### src/rtl/rpr_pkg.sv
package rpr_pkg;

  typedef enum logic [3:0] {
    S_IDLE   = 4'd0,
    S_ENTER  = 4'd1,
    S_SOFT   = 4'd2,
    S_BLOW   = 4'd3,
    S_RELOAD = 4'd4,
    S_VWR    = 4'd5,
    S_VRD    = 4'd6,
    S_VWAIT  = 4'd7,
    S_PASS   = 4'd8,
    S_FAIL   = 4'd9
  } rpr_state_e;

  typedef enum logic [1:0] {
    ERR_NONE     = 2'd0,
    ERR_TEMP     = 2'd1,
    ERR_MISMATCH = 2'd2,
    ERR_TIMEOUT  = 2'd3
  } rpr_err_e;

  function automatic int unsigned max3(input int unsigned a, input int unsigned b,
                                       input int unsigned c);
    int unsigned m;
    m = (a > b) ? a : b;
    return (m > c) ? m : c;
  endfunction

endpackage

### src/rtl/rpr_timer.sv
module rpr_timer #(
  parameter int unsigned W = 3
) (
  input  logic         clk,
  input  logic         rst_n,
  input  logic         load,
  input  logic [W-1:0] len,
  output logic         last
);

  logic [W-1:0] cnt;

  // Holds len-1 in the first cycle of a state; last marks the final cycle.
  always_ff @(posedge clk or negedge rst_n) begin
    if (!rst_n) begin
      cnt <= '0;
    end else if (load) begin
      cnt <= len - W'(1);
    end else if (cnt != '0) begin
      cnt <= cnt - W'(1);
    end
  end

  assign last = (cnt == '0);

endmodule

### src/rtl/rpr_freeze_dec.sv
module rpr_freeze_dec #(
  parameter int unsigned NUM_BANKS = 8,
  parameter int unsigned BANK_W    = 3
) (
  input  logic                 en,
  input  logic [BANK_W-1:0]    bank,
  output logic [NUM_BANKS-1:0] mask
);

  for (genvar b = 0; b < NUM_BANKS; b++) begin : g_bank
    assign mask[b] = en && (bank == BANK_W'(b));
  end

endmodule

### src/rtl/rpr_verify.sv
module rpr_verify #(
  parameter int unsigned BANK_W = 3,
  parameter int unsigned ROW_W  = 12,
  parameter int unsigned DATA_W = 32
) (
  input  logic [BANK_W-1:0] bank,
  input  logic [ROW_W-1:0]  row,
  input  logic [DATA_W-1:0] rdata,
  output logic [DATA_W-1:0] wdata,
  output logic              match
);

  localparam int unsigned KEY_W = BANK_W + ROW_W;

  // Address-derived word: key bits repeated, odd positions inverted.
  function automatic logic [DATA_W-1:0] make_pattern(input logic [KEY_W-1:0] key);
    logic [DATA_W-1:0] p;
    for (int i = 0; i < DATA_W; i++) begin
      p[i] = key[i % KEY_W] ^ i[0];
    end
    return p;
  endfunction

  assign wdata = make_pattern({bank, row});
  assign match = (rdata == wdata);

endmodule

### src/rtl/rpr_act_cnt.sv
module rpr_act_cnt #(
  parameter int unsigned CNT_W = 8
) (
  input  logic             clk,
  input  logic             rst_n,
  input  logic             inc,
  output logic [CNT_W-1:0] count
);

  always_ff @(posedge clk or negedge rst_n) begin
    if (!rst_n) begin
      count <= '0;
    end else if (inc) begin
      count <= count + CNT_W'(1);
    end
  end

endmodule

### src/rtl/repair_seq.sv
module repair_seq #(
  parameter int unsigned NUM_BANKS = 8,
  parameter int unsigned ROW_W     = 12,
  parameter int unsigned DATA_W    = 32,
  parameter int unsigned PULSE_W   = 6,
  parameter int unsigned RST_HOLD  = 3,
  parameter int unsigned WAIT_MAX  = 4,
  parameter int unsigned CNT_W     = 8,
  localparam int unsigned BANK_W   = (NUM_BANKS > 1) ? $clog2(NUM_BANKS) : 1
) (
  input  logic                 clk,
  input  logic                 rst_n,
  input  logic                 req_valid,
  output logic                 req_ready,
  input  logic                 req_hard,
  input  logic [BANK_W-1:0]    req_bank,
  input  logic [ROW_W-1:0]     req_row,
  input  logic                 temp_ok,
  output logic                 repair_mode,
  output logic [NUM_BANKS-1:0] freeze_mask,
  output logic [BANK_W-1:0]    prog_bank,
  output logic [ROW_W-1:0]     prog_row,
  output logic                 remap_load,
  output logic                 fuse_pulse,
  output logic                 table_reload,
  output logic                 mem_wr,
  output logic                 mem_rd,
  output logic [BANK_W-1:0]    mem_bank,
  output logic [ROW_W-1:0]     mem_row,
  output logic [DATA_W-1:0]    mem_wdata,
  input  logic [DATA_W-1:0]    mem_rdata,
  input  logic                 mem_rvalid,
  output logic                 done,
  output logic                 done_ok,
  output logic [1:0]           err_code,
  output logic                 repair_valid,
  output logic [CNT_W-1:0]     hard_count,
  output logic [CNT_W-1:0]     soft_count
);
  import rpr_pkg::*;

  localparam int unsigned MAXLEN = max3(PULSE_W, RST_HOLD, WAIT_MAX);
  localparam int unsigned TMR_W  = $clog2(MAXLEN + 1);

  rpr_state_e        state, state_nxt;
  rpr_err_e          err_q;
  logic [BANK_W-1:0] job_bank;
  logic [ROW_W-1:0]  job_row;
  logic              job_hard;

  // Named internal events
  logic              accept;
  logic              temp_block;
  logic              pass_evt;
  logic              mismatch_evt;
  logic              timeout_evt;
  logic              busy_win;
  logic              tmr_load;
  logic              tmr_last;
  logic [TMR_W-1:0]  tmr_len;
  logic              cmp_match;

  assign accept       = req_valid && req_ready;
  assign temp_block   = (state == S_ENTER) && job_hard && !temp_ok;
  assign pass_evt     = (state == S_VWAIT) && mem_rvalid && cmp_match;
  assign mismatch_evt = (state == S_VWAIT) && mem_rvalid && !cmp_match;
  assign timeout_evt  = (state == S_VWAIT) && !mem_rvalid && tmr_last;

  // Job capture
  always_ff @(posedge clk or negedge rst_n) begin
    if (!rst_n) begin
      job_bank <= '0;
      job_row  <= '0;
      job_hard <= 1'b0;
    end else if (accept) begin
      job_bank <= req_bank;
      job_row  <= req_row;
      job_hard <= req_hard;
    end
  end

  // Sequencer
  always_comb begin
    state_nxt = state;
    unique case (state)
      S_IDLE:   if (req_valid) state_nxt = S_ENTER;
      S_ENTER: begin
        if (!job_hard)    state_nxt = S_SOFT;
        else if (temp_ok) state_nxt = S_BLOW;
        else              state_nxt = S_FAIL;
      end
      S_SOFT:   state_nxt = S_VWR;
      S_BLOW:   if (tmr_last) state_nxt = S_RELOAD;
      S_RELOAD: if (tmr_last) state_nxt = S_VWR;
      S_VWR:    state_nxt = S_VRD;
      S_VRD:    state_nxt = S_VWAIT;
      S_VWAIT: begin
        if (pass_evt)                         state_nxt = S_PASS;
        else if (mismatch_evt || timeout_evt) state_nxt = S_FAIL;
      end
      S_PASS:   state_nxt = S_IDLE;
      S_FAIL:   state_nxt = S_IDLE;
      default:  state_nxt = S_IDLE;
    endcase
  end

  always_ff @(posedge clk or negedge rst_n) begin
    if (!rst_n) state <= S_IDLE;
    else        state <= state_nxt;
  end

  // Result code and verified flag
  always_ff @(posedge clk or negedge rst_n) begin
    if (!rst_n) begin
      err_q        <= ERR_NONE;
      repair_valid <= 1'b0;
    end else begin
      if (accept) begin
        err_q        <= ERR_NONE;
        repair_valid <= 1'b0;
      end
      if (temp_block)   err_q <= ERR_TEMP;
      if (mismatch_evt) err_q <= ERR_MISMATCH;
      if (timeout_evt)  err_q <= ERR_TIMEOUT;
      if (pass_evt)     repair_valid <= 1'b1;
    end
  end

  // Phase timer: length chosen by the state being entered
  always_comb begin
    unique case (state_nxt)
      S_BLOW:   tmr_len = TMR_W'(PULSE_W);
      S_RELOAD: tmr_len = TMR_W'(RST_HOLD);
      S_VWAIT:  tmr_len = TMR_W'(WAIT_MAX);
      default:  tmr_len = TMR_W'(1);
    endcase
  end
  assign tmr_load = (state_nxt != state);

  rpr_timer #(.W(TMR_W)) u_timer (
    .clk   (clk),
    .rst_n (rst_n),
    .load  (tmr_load),
    .len   (tmr_len),
    .last  (tmr_last)
  );

  // Freeze window and bank decode
  assign busy_win = (state != S_IDLE) && (state != S_PASS) && (state != S_FAIL);

  rpr_freeze_dec #(.NUM_BANKS(NUM_BANKS), .BANK_W(BANK_W)) u_freeze (
    .en   (busy_win),
    .bank (job_bank),
    .mask (freeze_mask)
  );

  rpr_verify #(.BANK_W(BANK_W), .ROW_W(ROW_W), .DATA_W(DATA_W)) u_verify (
    .bank  (job_bank),
    .row   (job_row),
    .rdata (mem_rdata),
    .wdata (mem_wdata),
    .match (cmp_match)
  );

  rpr_act_cnt #(.CNT_W(CNT_W)) u_hard_cnt (
    .clk   (clk),
    .rst_n (rst_n),
    .inc   (pass_evt && job_hard),
    .count (hard_count)
  );

  rpr_act_cnt #(.CNT_W(CNT_W)) u_soft_cnt (
    .clk   (clk),
    .rst_n (rst_n),
    .inc   (pass_evt && !job_hard),
    .count (soft_count)
  );

  // Port drive
  assign req_ready    = (state == S_IDLE);
  assign repair_mode  = busy_win;
  assign prog_bank    = job_bank;
  assign prog_row     = job_row;
  assign mem_bank     = job_bank;
  assign mem_row      = job_row;
  assign remap_load   = (state == S_SOFT);
  assign fuse_pulse   = (state == S_BLOW);
  assign table_reload = (state == S_RELOAD);
  assign mem_wr       = (state == S_VWR);
  assign mem_rd       = (state == S_VRD);
  assign done         = (state == S_PASS) || (state == S_FAIL);
  assign done_ok      = (state == S_PASS);
  assign err_code     = err_q;

  // Assertions
  a_r1_ready_idle: assert property (@(posedge clk) disable iff (!rst_n)
    req_ready |-> (!repair_mode && !done));

  a_r1_accept: assert property (@(posedge clk) disable iff (!rst_n)
    (req_valid && req_ready) |=> (repair_mode && !req_ready));

  a_r2_onehot: assert property (@(posedge clk) disable iff (!rst_n)
    $onehot0(freeze_mask));

  a_r2_freeze_mode: assert property (@(posedge clk) disable iff (!rst_n)
    repair_mode |-> ($countones(freeze_mask) == 1));

  a_r2_actions_frozen: assert property (@(posedge clk) disable iff (!rst_n)
    (fuse_pulse || table_reload || remap_load || mem_wr || mem_rd) |-> repair_mode);

  a_r3_addr_hold: assert property (@(posedge clk) disable iff (!rst_n)
    repair_mode |=> (!repair_mode || ($stable(prog_bank) && $stable(prog_row))));

  a_r4_soft_no_fuse: assert property (@(posedge clk) disable iff (!rst_n)
    remap_load |-> (!job_hard && !fuse_pulse));

  a_r5_fuse_hard: assert property (@(posedge clk) disable iff (!rst_n)
    fuse_pulse |-> (job_hard && repair_mode));

  a_r6_temp_block: assert property (@(posedge clk) disable iff (!rst_n)
    temp_block |=> (done && !done_ok && (err_code == 2'd1)));

  a_r7_read_after_write: assert property (@(posedge clk) disable iff (!rst_n)
    mem_wr |=> mem_rd);

  a_r9_valid_rise: assert property (@(posedge clk) disable iff (!rst_n)
    $rose(repair_valid) |-> done_ok);

  a_r11_cnt_hold: assert property (@(posedge clk) disable iff (!rst_n)
    !pass_evt |=> ($stable(hard_count) && $stable(soft_count)));

  a_r12_done_pulse: assert property (@(posedge clk) disable iff (!rst_n)
    done |=> !done);

endmodule

### config.mk
export PLATFORM = sky130hd
export DESIGN_NAME = repair_seq
export DESIGN_NICKNAME = d
export VERILOG_FILES = /design/src/rtl/rpr_pkg.sv /design/src/rtl/rpr_timer.sv /design/src/rtl/rpr_freeze_dec.sv /design/src/rtl/rpr_verify.sv /design/src/rtl/rpr_act_cnt.sv /design/src/rtl/repair_seq.sv
export SDC_FILE = /design/constraint.sdc
export NUM_CORES = 1
export LEC_CHECK = 0
export BUFFER_PORTS_ARGS = -buffer_cell sky130_fd_sc_hd__buf_2
export CAP_MARGIN = 5
export CORE_MARGIN = 5
export CORE_UTILIZATION = 45
export DETAILED_ROUTE_END_ITERATION = 16
export GPL_ROUTABILITY_DRIVEN = 1
export GPL_TIMING_DRIVEN = 0
export PLACE_DENSITY = 0.81
export REMOVE_ABC_BUFFERS = 1
export SLEW_MARGIN = 0
export SYNTH_ARGS = -nofsm -noshare
export SYNTH_HDL_FRONTEND = slang
export SYNTH_SLANG_ARGS = --single-unit
### constraint.sdc
create_clock -name clk -period 3.05 [get_ports clk]
set_input_delay 0.4575 -clock clk [delete_from_list [all_inputs] [get_ports clk]]
set_output_delay 0.4575 -clock clk [all_outputs]
set_load 0.01 [all_outputs]
# Yosys cells after proc, flatten, opt, wreduce, memory -nomap -nowiden
# Cells that the tools add are included.
# classes
add_sub_neg	4
eq_ne	23
n_mux	17
bitwise	15
n_reduce_logical	34
# ops
op	count
== test 32 bit	1
one-hot mux 4 bit (8 select lines)	1
2-to-1 mux 4 bit	7
== test 4 x 3 -> 1 bit, second input constant	6
logical AND 1 bit	20
adder 8 x 1 -> 8 bit, second input constant	2
NOT 1 bit	15
== test 3 bit, second input constant	4
== test 4 x 2 -> 1 bit, second input constant	3
one-hot mux 3 bit (3 select lines)	1
== test 4 bit, second input constant	2
2-to-1 mux 2 bit	4
inequality test 4 bit, second input constant	2
nonzero test 4 bit	2
== test 3 x 2 -> 1 bit, second input constant	2
logical NOT 3 bit	2
2-to-1 mux 3 bit	2
subtractor 3 x 1 -> 3 bit, second input constant	2
== test 4 x 1 -> 1 bit, second input constant	1
logical NOT 1 bit	4
logical NOT 4 bit	1
inequality test 4 bit	1
nonzero test 2 bit	2
== test 3 x 1 -> 1 bit, second input constant	1
3 further kinds	5
# totals
regBits	42
out_inout_bits	98
word_cells	102

# Longest topological paths before layout
# Gate-level depths: netlist of run 1.
# depth
depth_word	12
mapped_depth	10
depth_no_buf	9

# Hierarchy
# Synthesis of run 1 repeated with hierarchy kept, for this count alone.
# hier_totals
hier_cells	283
area_unflattened_um2	2800.2
# modules_own_cells
mod	n_inst	cells_each	area_per_inst_um2	seq_area_each_um2
repair_seq	1	124	1332.5	575.6
rpr_act_cnt	2	26	337.8	200.2
rpr_verify	1	80	521.8	0.0
rpr_timer	1	19	173.9	75.1
rpr_freeze_dec	1	8	96.3	0.0

# Worst setup path before layout of run 1
# OpenSTA, ideal clock, no wires.
# synth_path
path_type	reg-to-reg
startpoint	register job_row[0], in the netlist mem_row[0]
endpoint	register u_timer.cnt[2]
setup_time_ns	0.079
arrival_ns	2.080
required_ns	2.971
setup_slack_ns	0.891
path_stages_with_launch	10
n_path_buf	0
path_cell_list	dfrtp_1 nor3_1 o22ai_1 nor4_4 nand3_1 a211oi_1 a31oi_1 ha_1 o31ai_1 a2bb2oi_1
# synth_via
elab_chain_cells	12
word_cells_on_any_way	17
classes_between	add/sub (1); eq/ne (5); mux (5); bitwise (1); reduce/logical (5)
# synth_rtl
element	line_no	source
start: declaration	repair_seq.sv:48	logic [ROW_W-1:0] job_row;
start signal: assignment	repair_seq.sv:77	job_row <= req_row;
NOT 1 bit (no source line)	n/a	
== test 32 bit (*)	rpr_verify.sv:25	assign match = (rdata == wdata);
logical NOT 1 bit	repair_seq.sv:66	assign mismatch_evt = (state == S_VWAIT) && mem_rvalid && !cmp_match;
logical AND 1 bit	repair_seq.sv:66	
logical OR 1 bit	repair_seq.sv:99	else if (mismatch_evt || timeout_evt) state_nxt = S_FAIL;
2-to-1 mux 4 bit	repair_seq.sv:99	
2-to-1 mux 4 bit (*)	repair_seq.sv:98	if (pass_evt) state_nxt = S_PASS;
one-hot mux 4 bit (8 select lines) (*)	repair_seq.sv:85	unique case (state)
== test 4 x 3 -> 1 bit or == test 4 x 2 -> 1 bit (tied branches)	repair_seq.sv:131	unique case (state_nxt)
one-hot mux 3 bit (3 select lines)	repair_seq.sv:131	
subtractor 3 x 1 -> 3 bit	rpr_timer.sv:18	cnt <= len - W'(1);
2-to-1 mux 3 bit	rpr_timer.sv:17	end else if (load) begin
end signal: assignment	rpr_timer.sv:18	
end signal: assignment	rpr_timer.sv:20	cnt <= cnt - W'(1);
end: declaration	rpr_timer.sv:11	logic [W-1:0] cnt;
# Mark *: on every way between the ends. The rest lies on a longest branch, timed or not.
# A chain may end at the register's enable or synchronous reset.

# Worst setup path after layout of run 1
# layout_path
startpoint	register u_timer.cnt[0]
endpoint	register u_timer.cnt[2]
# layout_via
elab_chain_cells	10
word_cells_on_any_way	19
classes_between	add/sub (2); eq/ne (4); mux (8); reduce/logical (5)
# layout_rtl
element	line_no	source
logical NOT 3 bit (*)	rpr_timer.sv:24	assign last = (cnt == '0);
logical AND 1 bit	repair_seq.sv:67	assign timeout_evt = (state == S_VWAIT) && !mem_rvalid && tmr_last;
logical OR 1 bit	repair_seq.sv:99	
2-to-1 mux 4 bit	repair_seq.sv:99	
2-to-1 mux 4 bit	repair_seq.sv:98	
one-hot mux 4 bit (8 select lines) (*)	repair_seq.sv:85	
via state_nxt[1]	repair_seq.sv:45	rpr_state_e state, state_nxt;
== test 4 x 3 -> 1 bit or == test 4 x 2 -> 1 bit (tied branches)	repair_seq.sv:131	
one-hot mux 3 bit (3 select lines)	repair_seq.sv:131	
subtractor 3 x 1 -> 3 bit	rpr_timer.sv:18	
2-to-1 mux 3 bit	rpr_timer.sv:17	
# Mark *: on every way through the listed nets, which the timed path passes. The rest lies on a longest branch. The select of a mux whose other input is x is not followed.

==> impl_metrics.tcl, run 1 <==
set metrics [dict create \
    critPathArrivalTime_ns 2.82 \
    ys_async_sr_fraction 1.00 \
    timing.hold.ws_ns 0.298 \
    slew_headroom 0.386 \
    timing.critical_path.to_type "register" \
    ys_dominant_reg_cell "sky130_fd_sc_hd__dfrtp_1" \
    gp_congestion 0.781 \
    placeableCoreArea_um2 5920 \
    detail_route.wirelength_um 6620 \
    postLayoutCoreUtil 0.573 \
    timing_worst_slew_pin_value_ns 0.921 \
    critical_path_type "register to register" \
    critPathMaxFanout 11 \
    p_total_w 0.00316 \
    setup-tns-final_ns 0 \
    clockRootBuffer "sky130_fd_sc_hd__clkbuf_8" \
    vdd_drop_max_uv 609 \
    power_density_nw_per_um2 933 \
    timing.rr.start "u_timer.cnt[0]$_DFFE_PN0P_" \
    count_of_distinct_cell_types_in_the_synthesized_netlist 51 \
    die_w_um 88.1 \
    synth-seq-area-share 0.383 \
    final_common_cell "sky130_fd_sc_hd__buf_2" \
    antenna-diode-count 0 \
    postCtsResizedCells 0 \
    ys_seq_elements 42 \
    synth_enable_flop_cells 0 \
    grt_pass1_wl_um 11000 \
    dp_hpwl_um 5230 \
    hold_path_class "primary input to asynchronous set/reset pin" \
    rsz0062_at_grt "no" \
    syn_area_um2 2750 \
    yosysWarnings 0 \
    cts_buffer_depth 2 \
    fp.dieArea_um2 7760 \
    nets 455 \
    floorplan.io_pins 151 \
    slew_viol_final 0 \
    chipHeight_um 88.1 \
    postSynthCellCount 281 \
    antenna_left 0 \
    antenna_found_initial 0 \
    tritoncts "done" \
    static-leakage-power_nw 1.88 \
    grt_max_degree 43 \
    first_global_vias 2305 \
    final.period_utilization 0.865 \
    synthToLayoutAreaGrowth_pct 23.6 \
    num-fill-cells 519 \
    final.min_clock_period_ns 2.64 \
    insertion_delay_ns 0.29 \
    reg2reg_setup_slack_ns 0.41 \
    area.sequential_um2 1050 \
    data_required_time_of_the_worst_path_ns 3.23 \
    initialDrtViolationCount 113 \
    number_of_endpoints_failing_setup_at_the_final_stage 0 \
    initial_utilization 0.464 \
    finalHoldViolations 0 \
    crit_start "u_timer.cnt[0]$_DFFE_PN0P_" \
    wl_per_cell_um 14.0 \
    grt_usage 0.176 \
    cts_clock_pin_slew_for_the_worst_setup_and_hold_paths_ns 0.08 \
    gr-total-overflow 0 \
    multi_input_area_um2 1350 \
    dpl.cell_count 467 \
    routed_via_density 5.09 \
    max_freq_mhz 379 \
    std_cell_rows 28 \
    post_cts.repair.setup_buffers 0 \
    cts-htree-levels 2 \
    tritoncts.num_buffers 5 \
    route.vias.total 2411 \
    clkSinkCount 42 \
    synthesis.area_per_instance_um2 9.77 \
    io_buffer_count 150 \
    number_of_drc_violations_after_detailed_routing 0 \
    max_cap_violations 0 \
    cts_stage_hold_buffer_count 0 \
    most-common-layout-cells "sky130_fd_sc_hd__buf_2 (150), sky130_fd_sc_hd__dfrtp_1 (42), sky130_fd_sc_hd__inv_1 (18), sky130_fd_sc_hd__mux2_2 (18), sky130_fd_sc_hd__nor2_1 (17)" \
    dr.pass1.iters 4 \
    crit_path_start_kind "register" \
    status "finished clean" \
    layoutNonFillerInstCount 474 \
    final.setup_skew_ns 0.00759 \
    post_route_cells_drive_above_1_share 0.474 \
]
[path summary, 6_finish.rpt]
check	to	cells past startpoint
min in group clk	mem_row[9]$_DFFE_PN0P_	2
max	u_timer.cnt[2]$_DFFE_PN0P_	9
min reg2reg	u_soft_cnt.count[7]$_DFFE_PN0P_	1
min	mem_row[7]$_DFFE_PN0P_	1
max reg2reg	u_timer.cnt[2]$_DFFE_PN0P_	9
max in group asynchronous	mem_bank[1]$_DFFE_PN0P_	1
[stage by stage]
stage,instance area (um^2),setup slack (ns)
finish,3390,0.412
global route,3390,0.286
CTS,3390,0.0103
detailed placement,3310,0.0291
global placement,3310,0.128
floorplan,2460,0.520
[synthesized netlist by cell type (all sizes together), types with 2 or more instances]
cell type,n,area [um^2]
and3b,10,87.6
and2,3,20.0
nand2b,6,37.5
xor2,13,114
nor4,3,55.1
nand3,8,40.0
xnor2,11,96.3
nor3,10,55.1
nor3b,11,82.6
a211oi,2,15.0
ha,3,37.5
o31ai,2,15.0
nand2,17,66.3
nand4,7,58.8
o22ai,5,31.3
mux2,18,203
and3,4,25.0
o211ai,2,15.0
o21ai,5,25.0
nor2,17,63.8
inv,18,67.6
buf,38,277
and4b,2,21.3
a21oi,5,25.0
a21o,2,15.0
dfrtp,42,1050
[layer usage]
layer / global-route usage / up-vias / routed length [um]
met1: 0.223 / 1139 / 2750
met5: 0 / - / 0
met3: 0.0452 / 5 / 571
met2: 0.306 / 81 / 3250
met4: 0.0371 / 0 / 52
li1: - / 1186 / -
[state kept, by name, summed over array words and instances, names as in the netlist]
signal,flops
repair_valid,1
job_hard,1
mem_row,12
u_timer.cnt,3
mem_bank,3
state,4
u_soft_cnt.count,8
err_code,2
u_hard_cnt.count,8
[critical path: stages, from the launching register on]
cell	delay, ns
sky130_fd_sc_hd__dfrtp_1	0.42
sky130_fd_sc_hd__nor3_2	0.58
sky130_fd_sc_hd__o21ai_0	0.22
sky130_fd_sc_hd__a31o_2	0.31
sky130_fd_sc_hd__o21a_1	0.14
sky130_fd_sc_hd__a32o_1	0.26
sky130_fd_sc_hd__a31oi_1	0.14
sky130_fd_sc_hd__ha_1	0.19
sky130_fd_sc_hd__o31ai_1	0.08
sky130_fd_sc_hd__a2bb2oi_1	0.17
[final cells by class]
cell class / instances / share of cell area
Sequential cell: 42 / 0.310
Tap cell: 75 / 0.0277
Clock buffer: 5 / 0.0203
Multi-Input combinational cell: 182 / 0.398
Timing Repair Buffer: 150 / 0.221
Clock inverter: 2 / 0.00295
Inverter: 18 / 0.0199
[cells by family (layout without fill, tap and decap cells)]
| family | after synthesis | in the layout | share of synthesized area |
|---|---|---|---|
| AO/OA/AOI/OAI | 34 | 34 | 0.0884 |
| XOR/XNOR | 24 | 24 | 0.0766 |
| adder cells (fa/ha/maj) | 3 | 3 | 0.0137 |
| buffers and inverters | 57 | 175 | 0.127 |
| flip-flops | 42 | 42 | 0.383 |
| multiplexers | 18 | 18 | 0.0738 |
| AND/OR/NAND/NOR | 103 | 103 | 0.238 |
[report_power, final]
| part | internal [W] | switching [W] | total, W |
|---|---|---|---|
| Combinational | 0.000832 | 0.000933 | 0.00176 |
| Clock | 0.000154 | 0.000180 | 0.000334 |
| Sequential | 0.000727 | 0.000339 | 0.00107 |
Note: power is estimated with default switching activity, not from simulation.
==> run 2, diff against run 1 <==
PLACE_DENSITY = 0.86   (was 0.81)
==> impl_metrics.tcl, run 2 (synthesis results as in run 1) <==
set metrics [dict create \
    insertion_delay_ns 0.28 \
    critPathArrivalTime_ns 2.81 \
    gp_congestion 0.775 \
    finalWorstSetupSlack_ns 0.408 \
    final.min_clock_period_ns 2.64 \
    final.setup_skew_ns 0.00688 \
    grt_usage 0.173 \
    timing.critical_path.to_type "register" \
    chipHeight_um 88.1 \
    dr.pass1.iters 4 \
    dp_worst_setup_slack_ns 0.0161 \
    grt_pass1_wl_um 10700 \
    final.period_utilization 0.866 \
    slew_viol_final 0 \
    cts_stage_hold_buffer_count 0 \
    post_route_cells_drive_above_1_share 0.472 \
    fp.dieArea_um2 7760 \
    max_cap_violations 0 \
    initial_utilization 0.464 \
    cts_clock_pin_slew_for_the_worst_setup_and_hold_paths_ns 0.07 \
    cts-htree-levels 2 \
    rr_worst_depth 9 \
    initialDrtViolationCount 75 \
    critical_path_type "register to register" \
    cts_buffer_depth 2 \
    crit_path_start_kind "register" \
    number_of_drc_violations_after_detailed_routing 0 \
    slew_headroom 0.387 \
    floorplan.io_pins 151 \
    dpl.cell_count 467 \
    clkSinkCount 42 \
    finalHoldViolations 0 \
    clockRootBuffer "sky130_fd_sc_hd__clkbuf_8" \
    tritoncts "done" \
    hold_path_class "primary input to asynchronous set/reset pin" \
    route.vias.total 2416 \
    status "finished clean" \
    data_required_time_of_the_worst_path_ns 3.22 \
    reg2reg_setup_slack_ns 0.41 \
    routed_via_density 5.11 \
    detail_route.wirelength_um 6670 \
    final_common_cell "sky130_fd_sc_hd__buf_2" \
    wl_per_cell_um 14.1 \
    first_global_vias 2300 \
    rsz0062_at_grt "no" \
    most-common-layout-cells "sky130_fd_sc_hd__buf_2 (150), sky130_fd_sc_hd__dfrtp_1 (42), sky130_fd_sc_hd__inv_1 (18), sky130_fd_sc_hd__mux2_2 (18), sky130_fd_sc_hd__nor2_1 (17)" \
    max_freq_mhz 379 \
    largest_reg_flops 12 \
    std_cell_rows 28 \
    tritoncts.num_buffers 5 \
    antenna_found_initial 0 \
    layoutNonFillerInstCount 473 \
    critical_path_max_stage_delay_ns 0.59 \
    postLayoutCoreUtil 0.574 \
    io_buffer_count 150 \
    multi_input_area_um2 1350 \
    power_density_nw_per_um2 936 \
    critPathMaxFanout 11 \
    antenna_left 0 \
    timing_worst_slew_pin_value_ns 0.919 \
    gr-total-overflow 0 \
    worstReg2RegEnd "u_timer.cnt[2]$_DFFE_PN0P_" \
    dp_hpwl_um 5370 \
    timing.rr.start "u_timer.cnt[0]$_DFFE_PN0P_" \
    vdd_drop_max_uv 521 \
    static-leakage-power_nw 1.88 \
    num-fill-cells 536 \
    setup-tns-final_ns 0 \
    slowest_cell_on_the_critical_path "sky130_fd_sc_hd__nor3_2" \
    placeableCoreArea_um2 5920 \
    number_of_endpoints_failing_setup_at_the_final_stage 0 \
    area.sequential_um2 1050 \
    die_w_um 88.1 \
    nets 455 \
    grt_max_degree 43 \
    crit_path_cell_trace "nor3_2 -> o21ai_0 -> a31o_2 -> o21a_1 -> a32o_1 -> a31oi_1 -> ha_1 -> o31ai_1 -> a2bb2oi_1" \
    antenna-diode-count 0 \
    synthToLayoutAreaGrowth_pct 23.7 \
]
## run 2: cell types whose count changed in the layout (fill, tap and decap cells not counted)
| cell | before | now |
|---|---|---|
| sky130_fd_sc_hd__clkbuf_8 | 5 | 6 |
| sky130_fd_sc_hd__clkinv_2 | 2 | 0 |
## run 2: power breakdown
| part | internal [W] | total (W) | switching [W] |
|---|---|---|---|
| registers | 0.000727 | 0.00106 | 0.000338 |
| clock network | 0.000174 | 0.000343 | 0.000169 |
| logic | 0.000833 | 0.00177 | 0.000940 |
| total | 0.00173 | 0.00318 | 0.00145 |
## run 2: layout make-up
cell class | count | area share
inverter | 18 | 0.0199
tap | 75 | 0.0276
sequential | 42 | 0.309
clock buffer | 6 | 0.0243
multi-input combinational | 182 | 0.398
timing repair buffer | 150 | 0.221
## run 2: worst max-delay path by stage
| stage | start | endpoint | slack [ns] | depth (start not counted) |
|---|---|---|---|---|
| detailed placement | u_timer.cnt[0]$_DFFE_PN0P_ | u_timer.cnt[2]$_DFFE_PN0P_ | 0.02 | 9 |
| global route | u_timer.cnt[0]$_DFFE_PN0P_ | u_timer.cnt[2]$_DFFE_PN0P_ | 0.27 | 9 |
| CTS | u_timer.cnt[0]$_DFFE_PN0P_ | u_timer.cnt[2]$_DFFE_PN0P_ | 0.41 | 9 |
| global placement | u_timer.cnt[0]$_DFFE_PN0P_ | u_timer.cnt[2]$_DFFE_PN0P_ | 0.14 | 9 |
| finish | u_timer.cnt[0]$_DFFE_PN0P_ | u_timer.cnt[2]$_DFFE_PN0P_ | 0.41 | 9 |
| floorplan | u_timer.cnt[1]$_DFFE_PN0P_ | u_timer.cnt[2]$_DFFE_PN0P_ | 0.52 | 9 |
## run 2: through the flow
step / hold WS, ns / power, W / cell area [um^2]
CTS: 0.334 / 0.00322 / 3400
finish: 0.310 / 0.00318 / 3400
global placement: 0.455 / 0.00278 / 3310
floorplan: 0.162 / 0.00210 / 2460
detailed placement: 0.466 / 0.00286 / 3310
global route: 0.385 / 0.00345 / 3400
## run 2: worst max-delay path, delay by kind of cell, from the launching register on
| family | cells | cell delay [ns] |
|---|---|---|
| adder cells (fa/ha/maj) | 1 | 0.20 |
| AO/OA/AOI/OAI | 7 | 1.31 |
| flip-flops | 1 | 0.42 |
| AND/OR/NAND/NOR | 1 | 0.59 |
## run 2: layer usage
layer  vias to the layer above  wire length [um]  global-route usage  share of wire
met5                         -                 0                   0              0
met4                         0                61              0.0302         0.0092
met3                         7               573              0.0452          0.086
met2                        90              3450               0.315           0.52
met1                      1135              2580               0.208           0.39
li1                       1184                 -                   -              -
## run 2: timing repair
item / CTS / global route
setup buffers: 0 / 0
setup endpoints to repair: 1 / 0
gates resized for setup: 1 / 0
==> run 3, diff against run 2 <==
ABC_CLOCK_PERIOD_IN_PS = 3050   (was not set)
CELL_PAD_IN_SITES_DETAIL_PLACEMENT = 1   (was not set)
CELL_PAD_IN_SITES_GLOBAL_PLACEMENT = 1   (was not set)
CORE_UTILIZATION = 32   (was 45)
PLACE_DENSITY = 0.85   (was 0.86)
SLEW_MARGIN = 30   (was 0)
==> impl_metrics.tcl, run 3 (synthesis results as in run 1) <==
set metrics [dict create \
    io_buffer_count 150 \
    post_route_cells_drive_above_1_share 0.473 \
    vdd_drop_max_uv 398 \
    wl_per_cell_um 15.7 \
    cp_num_buf_inv 0 \
    p_sw_w 0.00152 \
    std_cell_rows 33 \
    initial_utilization 0.331 \
    clkSinkCount 42 \
    max_freq_mhz 366 \
    power_density_nw_per_um2 947 \
    routed_via_density 4.94 \
    cts_buffer_depth 2 \
    layoutNonFillerInstCount 505 \
    tritoncts.num_buffers 5 \
    slew_headroom 0.518 \
    cell_family_with_most_cp_delay "compound AO/OA/AOI/OAI gates" \
    final.min_clock_period_ns 2.73 \
    antenna_found_initial 0 \
    critPathArrivalTime_ns 2.91 \
    gr-total-overflow 0 \
    status "finished clean" \
    num-fill-cells 1016 \
    initialDrtViolationCount 73 \
    first_global_vias 2681 \
    placeableCoreArea_um2 8300 \
    timing_worst_slew_pin_value_ns 0.719 \
    final.period_utilization 0.895 \
    setup-tns-final_ns 0 \
    cts_clock_pin_slew_for_the_worst_setup_and_hold_paths_ns 0.08 \
    largest_reg_flops 12 \
    crit_path_start_kind "register" \
    cts_stage_hold_buffer_count 0 \
    hold_path_class "primary input to asynchronous set/reset pin" \
    finalHoldViolations 0 \
    dpl.cell_count 497 \
    chipHeight_um 103 \
    dr.pass1.iters 4 \
    die_w_um 103 \
    rsz0062_at_grt "no" \
    critical_path_max_stage_delay_ns 0.62 \
    timing.critical_path.to_type "register" \
    max_cap_violations 0 \
    data_required_time_of_the_worst_path_ns 3.23 \
    floorplan.io_pins 151 \
    route.vias.total 2493 \
    p_total_w 0.00326 \
    internal_power_w 0.00174 \
    detail_route.wirelength_um 7930 \
    cts-htree-levels 2 \
    grt_pass1_wl_um 12900 \
    finalWorstSetupSlack_ns 0.320 \
    dp_worst_setup_slack_ns 0.337 \
    number_of_endpoints_failing_setup_at_the_final_stage 0 \
    most-common-layout-cells "sky130_fd_sc_hd__buf_2 (149), sky130_fd_sc_hd__dfrtp_1 (42), sky130_fd_sc_hd__inv_1 (18), sky130_fd_sc_hd__mux2_2 (18), sky130_fd_sc_hd__nor2_1 (17)" \
    power.share.combinational 0.556 \
    critical_path_type "register to register" \
    postLayoutCoreUtil 0.415 \
    slowest_cell_on_the_critical_path "sky130_fd_sc_hd__nor3_2" \
    clockRootBuffer "sky130_fd_sc_hd__clkbuf_8" \
    antenna_left 0 \
    critPathMaxFanout 11 \
    postCtsResizedCells 0 \
    final.setup_skew_ns 0.00453 \
    insertion_delay_ns 0.29 \
    slew_viol_final 0 \
    final_common_cell "sky130_fd_sc_hd__buf_2" \
    switching_share 0.465 \
    crit_path_cell_trace "nor3_2 -> o21ai_0 -> a31o_2 -> o21a_1 -> a32o_1 -> a31oi_1 -> ha_1 -> o31ai_1 -> a2bb2oi_1" \
    antenna-diode-count 0 \
    tritoncts "done" \
    share_seq_of_total_power 0.331 \
    synthToLayoutAreaGrowth_pct 25.5 \
    gp_congestion 0.809 \
    post_cts.repair.setup_buffers 0 \
    fp.dieArea_um2 10500 \
    dp_hpwl_um 6350 \
    number_of_drc_violations_after_detailed_routing 0 \
    grt_max_degree 43 \
    nets 455 \
    static-leakage-power_nw 1.89 \
    share_of_total_power_in_the_clock_network 0.113 \
    grt_usage 0.152 \
]
## run 3: cell count changes in the layout (fill, tap and decap cells not counted)
cell	change
sky130_fd_sc_hd__buf_2	-1
sky130_fd_sc_hd__buf_4	+1
sky130_fd_sc_hd__clkbuf_1	+1
sky130_fd_sc_hd__clkinv_2	+1
## run 3: per-layer routing
metal	share of wire	GRT usage	up-vias
met4	0.013	0.0383	0
met2	0.52	0.279	86
met3	0.063	0.0284	10
li1	-	-	1181
met5	0	0	-
met1	0.41	0.182	1216
## run 3: worst paths after layout
kind / cells past startpoint / slack (ns) / startpoint / endpoint
max in group asynchronous: 1 / 2.53 / rst_n / mem_row[7]$_DFFE_PN0P_
max: 9 / 0.32 / u_timer.cnt[1]$_DFFE_PN0P_ / u_timer.cnt[2]$_DFFE_PN0P_
min: 1 / 0.14 / rst_n / err_code[1]$_DFFE_PN0P_
min in group clk: 2 / 0.39 / req_row[1] / mem_row[1]$_DFFE_PN0P_
min reg2reg: 1 / 0.46 / u_hard_cnt.count[7]$_DFFE_PN0P_ / u_hard_cnt.count[7]$_DFFE_PN0P_
max reg2reg: 9 / 0.32 / u_timer.cnt[1]$_DFFE_PN0P_ / u_timer.cnt[2]$_DFFE_PN0P_
## run 3: final cells by class
class | instances | area [um^2] | share of cell area
inverters | 18 | 67.6 | 0.0196
well taps | 105 | 131 | 0.0381
repair buffers | 150 | 753 | 0.219
multi-input cells | 182 | 1350 | 0.392
clock inverters | 1 | 5.00 | 0.00145
flip-flops and latches | 42 | 1050 | 0.305
clock buffers | 7 | 86.3 | 0.0251
## run 3: metrics by stage
step           cell area (um^2)  hold slack (ns)
6_report                   3450            0.143
5_1_grt                    3450            0.181
4_1_cts                    3440            0.343
3_5_place_dp               3350            0.461
3_3_place_gp               3350            0.458
2_1_floorplan              2460            0.162
## run 3: power by group through the flow
stage          Sequential, W  Clock, W  Combinational, W
2_1_floorplan        0.00118         0          0.000923
3_3_place_gp         0.00106         0           0.00174
3_5_place_dp         0.00109         0           0.00183
4_1_cts              0.00108  0.000385           0.00185
5_1_grt              0.00114  0.000414           0.00199
6_report             0.00108  0.000370           0.00181
